`config.mk`:
```
export PLATFORM = sky130hd
export DESIGN_NAME = wdrain_ctrl
export DESIGN_NICKNAME = d
export VERILOG_FILES = /design/src/rtl/wdrain_ctrl.sv
export SDC_FILE = /design/constraint.sdc
export NUM_CORES = 1
export LEC_CHECK = 0
export ABC_CLOCK_PERIOD_IN_PS = 2460
export BUFFER_PORTS_ARGS = -buffer_cell sky130_fd_sc_hd__buf_2
export CAP_MARGIN = 20
export CORE_ASPECT_RATIO = 0.8
export CORE_MARGIN = 4
export CORE_UTILIZATION = 40
export DETAILED_ROUTE_END_ITERATION = 8
export GPL_ROUTABILITY_DRIVEN = 0
export SYNTH_ARGS = -nofsm -noshare
export SYNTH_HDL_FRONTEND = slang
export SYNTH_SLANG_ARGS = --single-unit
```
`constraint.sdc`:
```
create_clock -name clk -period 2.46 [get_ports clk]
set_input_delay 0 -clock clk [delete_from_list [all_inputs] [get_ports clk]]
set_output_delay 0 -clock clk [all_outputs]
set_load 0.005 [all_outputs]
```
`src/rtl/wdrain_ctrl.sv`:
```
module wdrain_ctrl #(
  parameter int DW      = 8,
  parameter int DEPTH   = 8,
  parameter int HI_MARK = 6,
  parameter int LO_MARK = 2,
  parameter int TURN    = 3
) (
  input  logic                         clk,
  input  logic                         rst_n,
  input  logic                         wr_valid,
  output logic                         wr_ready,
  input  logic [DW-1:0]                wr_data,
  input  logic                         rd_valid,
  output logic                         rd_ready,
  input  logic [DW-1:0]                rd_addr,
  output logic                         iss_valid,
  output logic                         iss_write,
  output logic [DW-1:0]                iss_data,
  output logic [$clog2(DEPTH+1)-1:0]   occupancy
);

  localparam int CW = $clog2(DEPTH + 1);
  localparam int PW = (DEPTH > 1) ? $clog2(DEPTH) : 1;
  localparam int TW = (TURN > 0) ? $clog2(TURN + 1) : 1;
  localparam int TL = (TURN > 0) ? TURN - 1 : 0;
  localparam logic [TW-1:0] TURN_LOAD = TL[TW-1:0];
  localparam logic [PW-1:0] PTR_LAST  = PW'(DEPTH - 1);
  localparam logic [CW-1:0] HI_C      = CW'(HI_MARK);
  localparam logic [CW-1:0] LO_C      = CW'(LO_MARK);
  localparam logic [CW-1:0] FULL_C    = CW'(DEPTH);

  logic [DW-1:0] mem [DEPTH];
  logic [PW-1:0] head_q, tail_q;
  logic [CW-1:0] occ_q, occ_nxt;
  logic [TW-1:0] turn_q;
  logic          dir_wr_q;
  logic          drain_q, drain_nxt;

  logic want_wr, want_rd, want_any, flip, busy, go, enq, deq;

  assign wr_ready = (occ_q != FULL_C);
  assign enq      = wr_valid && wr_ready;
  assign busy     = (turn_q != '0);

  assign want_wr  = (occ_q != '0) && (drain_q || !rd_valid);
  assign want_rd  = rd_valid && !drain_q;
  assign want_any = want_wr || want_rd;
  assign flip     = want_any && (want_wr != dir_wr_q);
  assign go       = want_any && !busy && (!flip || TURN == 0);
  assign deq      = go && want_wr;

  assign iss_valid = go;
  assign iss_write = deq;
  assign iss_data  = want_wr ? mem[head_q] : rd_addr;
  assign rd_ready  = go && !want_wr;
  assign occupancy = occ_q;

  assign occ_nxt   = occ_q + CW'(enq) - CW'(deq);
  assign drain_nxt = drain_q ? (occ_nxt > LO_C) : (occ_nxt >= HI_C);

  always_ff @(posedge clk) begin
    if (enq) mem[tail_q] <= wr_data;
  end

  always_ff @(posedge clk or negedge rst_n) begin
    if (!rst_n) begin
      head_q  <= '0;
      tail_q  <= '0;
      occ_q   <= '0;
      drain_q <= 1'b0;
    end else begin
      occ_q   <= occ_nxt;
      drain_q <= drain_nxt;
      if (enq) tail_q <= (tail_q == PTR_LAST) ? '0 : tail_q + 1'b1;
      if (deq) head_q <= (head_q == PTR_LAST) ? '0 : head_q + 1'b1;
    end
  end

  always_ff @(posedge clk or negedge rst_n) begin
    if (!rst_n) begin
      dir_wr_q <= 1'b0;
      turn_q   <= '0;
    end else if (busy) begin
      turn_q <= turn_q - 1'b1;
    end else if (flip) begin
      dir_wr_q <= want_wr;
      turn_q   <= TURN_LOAD;
    end
  end

endmodule

```
==> qor_table.md <==
| Parameter | This run |
| --- | --- |
| Number of antenna violations at the first check in global routing | 0 |
| Source-to-sink clock delay at the later pin of the worst-skew pair | 340 ps |
| Leading cell type by number of instances after synthesis | sky130_fd_sc_hd__edfxtp_1 |
| Share of cells above drive strength 1 | 0.2789 |
| Clock root buffer master | sky130_fd_sc_hd__clkbuf_8 |
| Switching power of the nets | 0.001672 W |
| Post-Syn Area | 0.003457 mm^2 |
| Sequential power share | 0.405 |
| I/O Pins | 36 |
| Worst Setup Path Type | reg -> reg |
| Slew at the pin closest to its max-slew limit | 916.4 ps |
| Syn Nets | 263 |
| Rows | 30 |
| Die X-Extent | 111.9 um |
| Series of cell instances along the critical path | inv_2 -> ha_1 -> or3b_4 -> nand2_4 -> ha_4 -> inv_2 -> ha_4 -> fa_2 -> a21o_1 -> a221o_1 |
| Antenna cell count | 0 |
| Total DRC errors in the routed layout | 0 |
| Worst-case clock buffer depth | 2 |
| Number of distinct library cells after synthesis | 38 |
| Core ar. | 0.008446 mm^2 |
| Type of element capturing the critical path | flip-flop |
| CTS tree | yes |
| First-pass GRT wire length | 10410 um |
| Layout overhead on the synthesized area | 19.76% |
| Flops & latches, synth | 78 |
| Via count | 1993 |
| Global route total overflow | 0 |
| Starting density of the core | 0.4093 |
| Crit-path max FO | 3 |
| Total power per unit cell area | 1178 mW/mm^2 |
| Cell count after synthesis | 230 |
| Post-detailed-placement half-perimeter wirelength | 4401 um |
| Setup Viol. Count Final | 0 |
| Combinational share of power | 0.422 |
| Port buffer count | 35 |
| Final period utilization | 0.9988 |
| Achievable frequency | 407.0 MHz |
| Maximum number of pins on one net before global-route repair | 22 |
| Share of the synthesized area in the top cell type | 0.5559 |
| Clock net sink count | 78 |
| CP bufs+invs | 2 |
| Clock skew | 9.643 ps |
| Most used flip-flop cell after synthesis | sky130_fd_sc_hd__edfxtp_1 |
| Yosys warning total | 0 |
| Routed wire length | 6337 um |
| Max cap viols | 0 |
| Worst hold path type | in -> async |
| Hold violation total from the final report | 0 |
| Outcome | finished clean |
| Data arrival at the endpoint of the critical path | 2680 ps |
| Leading post-synthesis cells by cell area | sky130_fd_sc_hd__edfxtp_1 (56%), sky130_fd_sc_hd__dfrtp_1 (10%), sky130_fd_sc_hd__mux2i_1 (9.6%), sky130_fd_sc_hd__ha_1 (4.3%), sky130_fd_sc_hd__a22oi_1 (3.5%) |
| Total CTS buffers | 9 |
| Minimum period implied by the final worst setup slack | 2457 ps |
| Die Outline Area | 0.01020 mm^2 |
| Mean instance size in the synthesized netlist | 15.03 um^2 |
| Die outline height | 91.15 um |
| Number of nets still failing antenna checks after routing | 0 |
| Total power | 0.004875 W |
| Number of standard cells in the layout, taps in and fillers out | 406 |
| Share of the yosys chip area belonging to registers | 0.6573 |
| All-layer global routing usage | 0.1341 |
| LEAKAGE | 1.670 nW |
| Number of DRC markers after the initial detailed-route iteration | 76 |
| Via-per-instance ratio | 4.909 |
| Kind of start point of the critical path | flip-flop |
| Clock group share of total power | 0.173 |
| Worst-path clk slew | 70 ps |
| Top delay family on crit path | adder cells |
| Fraction of registers with async set or reset after synthesis | 0.1795 |
| Largest stage delay, worst path | 440 ps |
| CP max stage cell | sky130_fd_sc_hd__fa_2 |
| CTS H-tree lvls | 3 |
| Share of total power consumed by net switching | 0.3429 |
| Vias in the first global route | 2019 |
| Aggregate negative setup slack | 0 ps |
| Routed wirelength normalized by instance count | 15.61 um |
| Required time of the worst setup path | 2690 ps |
| Core utilization of the finished layout | 0.4902 |
| Largest area contributor in the synthesized netlist | sky130_fd_sc_hd__edfxtp_1 |
| Post-synth top cells | sky130_fd_sc_hd__edfxtp_1 (64), sky130_fd_sc_hd__mux2i_1 (33), sky130_fd_sc_hd__inv_1 (17) |
| Count of nets after finishing | 325 |
| RSZ-0062 raised after global routing | true |
| Internal power | 0.003204 W |
| DRT Pass-1 Iters | 4 |
| Worst ir drop on vdd | 457.8 uV |
| Placed insts | 383 |
| Count of final max-slew check failures | 0 |
| Number of synthesized flops with an enable pin | 64 |
| Relative slew slack | 0.3868 |
[per-stage QoR]
step                setup slack [ps]  area [um^2]  hold WS (ps)
finish                         3.035         4140         82.10
detailed placement            -53.80         3866        -74.53
CTS                           -20.98         4130         79.39
floorplan                     -77.41         3492        -295.6
global placement              -1.020         3859        -79.91
global route                  -87.37         4140         101.8
[flip-flops by register name, summed over array words and instances, names as in the netlist]
signal     count
occupancy      4
drain_q        1
dir_wr_q       1
head_q         3
tail_q         3
turn_q         2
mem           64
[metal layers]
layer	track usage	share of wire	vias up
li1	-	-	981
met4	0.04805	0.014	0
met5	0	0	-
met2	0.2221	0.50	32
met3	0.03198	0.042	7
met1	0.1726	0.44	973
[final timing paths]
path	endpoint	slack (ps)	cells after the start	from
setup / recovery	drain_q$_DFF_PN0_	3	10	occupancy[2]$_DFF_PN0_
hold / removal	occupancy[3]$_DFF_PN0_	80	2	rst_n
setup reg to reg	drain_q$_DFF_PN0_	3	10	occupancy[2]$_DFF_PN0_
hold reg to reg	turn_q[0]$_DFFE_PN0P_	510	1	turn_q[0]$_DFFE_PN0P_
max in group asynchronous	head_q[0]$_DFFE_PN0P_	2100	2	rst_n
min in group clk	dir_wr_q$_DFFE_PN0P_	90	4	rd_valid
[logic make-up after synthesis]
kind of cell | after synthesis | share of synthesized area
AO/OA/AOI/OAI | 36 | 0.07420
XOR/XNOR | 2 | 0.005068
adder cells (fa/ha/maj) | 13 | 0.04922
buffers and inverters | 25 | 0.03402
flip-flops | 78 | 0.6573
multiplexers | 38 | 0.1151
AND/OR/NAND/NOR | 38 | 0.06515
[placed cells by master (no fill, tap or decap), types with 2 or more instances in the layout]
cell type / synthesis / routed
sky130_fd_sc_hd__edfxtp_1: 64 / 64
sky130_fd_sc_hd__nor2_1: 6 / 6
sky130_fd_sc_hd__dfrtp_1: 14 / 13
sky130_fd_sc_hd__mux2i_1: 33 / 33
sky130_fd_sc_hd__clkbuf_8: 0 / 9
sky130_fd_sc_hd__o21ai_0: 10 / 10
sky130_fd_sc_hd__nand3_1: 9 / 9
sky130_fd_sc_hd__buf_2: 1 / 35
sky130_fd_sc_hd__inv_1: 17 / 14
sky130_fd_sc_hd__a22oi_1: 16 / 16
sky130_fd_sc_hd__mux2_4: 3 / 3
sky130_fd_sc_hd__nand2b_1: 4 / 4
sky130_fd_sc_hd__inv_2: 0 / 3
sky130_fd_sc_hd__nor2b_1: 3 / 3
sky130_fd_sc_hd__dlygate4sd3_1: 0 / 9
sky130_fd_sc_hd__nand2_1: 3 / 3
sky130_fd_sc_hd__ha_4: 0 / 3
sky130_fd_sc_hd__xor2_1: 2 / 2
sky130_fd_sc_hd__nor3_1: 5 / 5
sky130_fd_sc_hd__ha_1: 12 / 9
sky130_fd_sc_hd__mux2_2: 2 / 2
sky130_fd_sc_hd__buf_4: 2 / 15
sky130_fd_sc_hd__a21o_1: 3 / 3
[power by group through the flow]
stage	registers (W)	logic (W)	clock network (W)
6_report	0.00197	0.00206	0.000845
5_1_grt	0.00201	0.00233	0.000925
4_1_cts	0.00198	0.00208	0.000880
3_5_place_dp	0.00200	0.00206	0
3_3_place_gp	0.00199	0.00201	0
2_1_floorplan	0.00188	0.00150	0
[timing repair]
| item | CTS | global route |
|---|---|---|
| hold buffers | 9 | 0 |
| hold endpoints to repair | 78 | 0 |
| pin swaps | 3 | 2 |
| buffers inserted | 1 | 0 |
| endpoints found under the setup margin | 1 | 1 |
| resized for setup | 1 | 1 |
[layout make-up]
type | count | area [um^2]
fillers | 762 | 4305
flip-flops and latches | 78 | 2273
multi-input cells | 127 | 1119
repair buffers | 59 | 377.9
well taps | 112 | 140.1
clock buffers | 10 | 127.6
inverters | 17 | 63.81
clock inverters | 3 | 38.79
(Power assumes the default switching activity.)
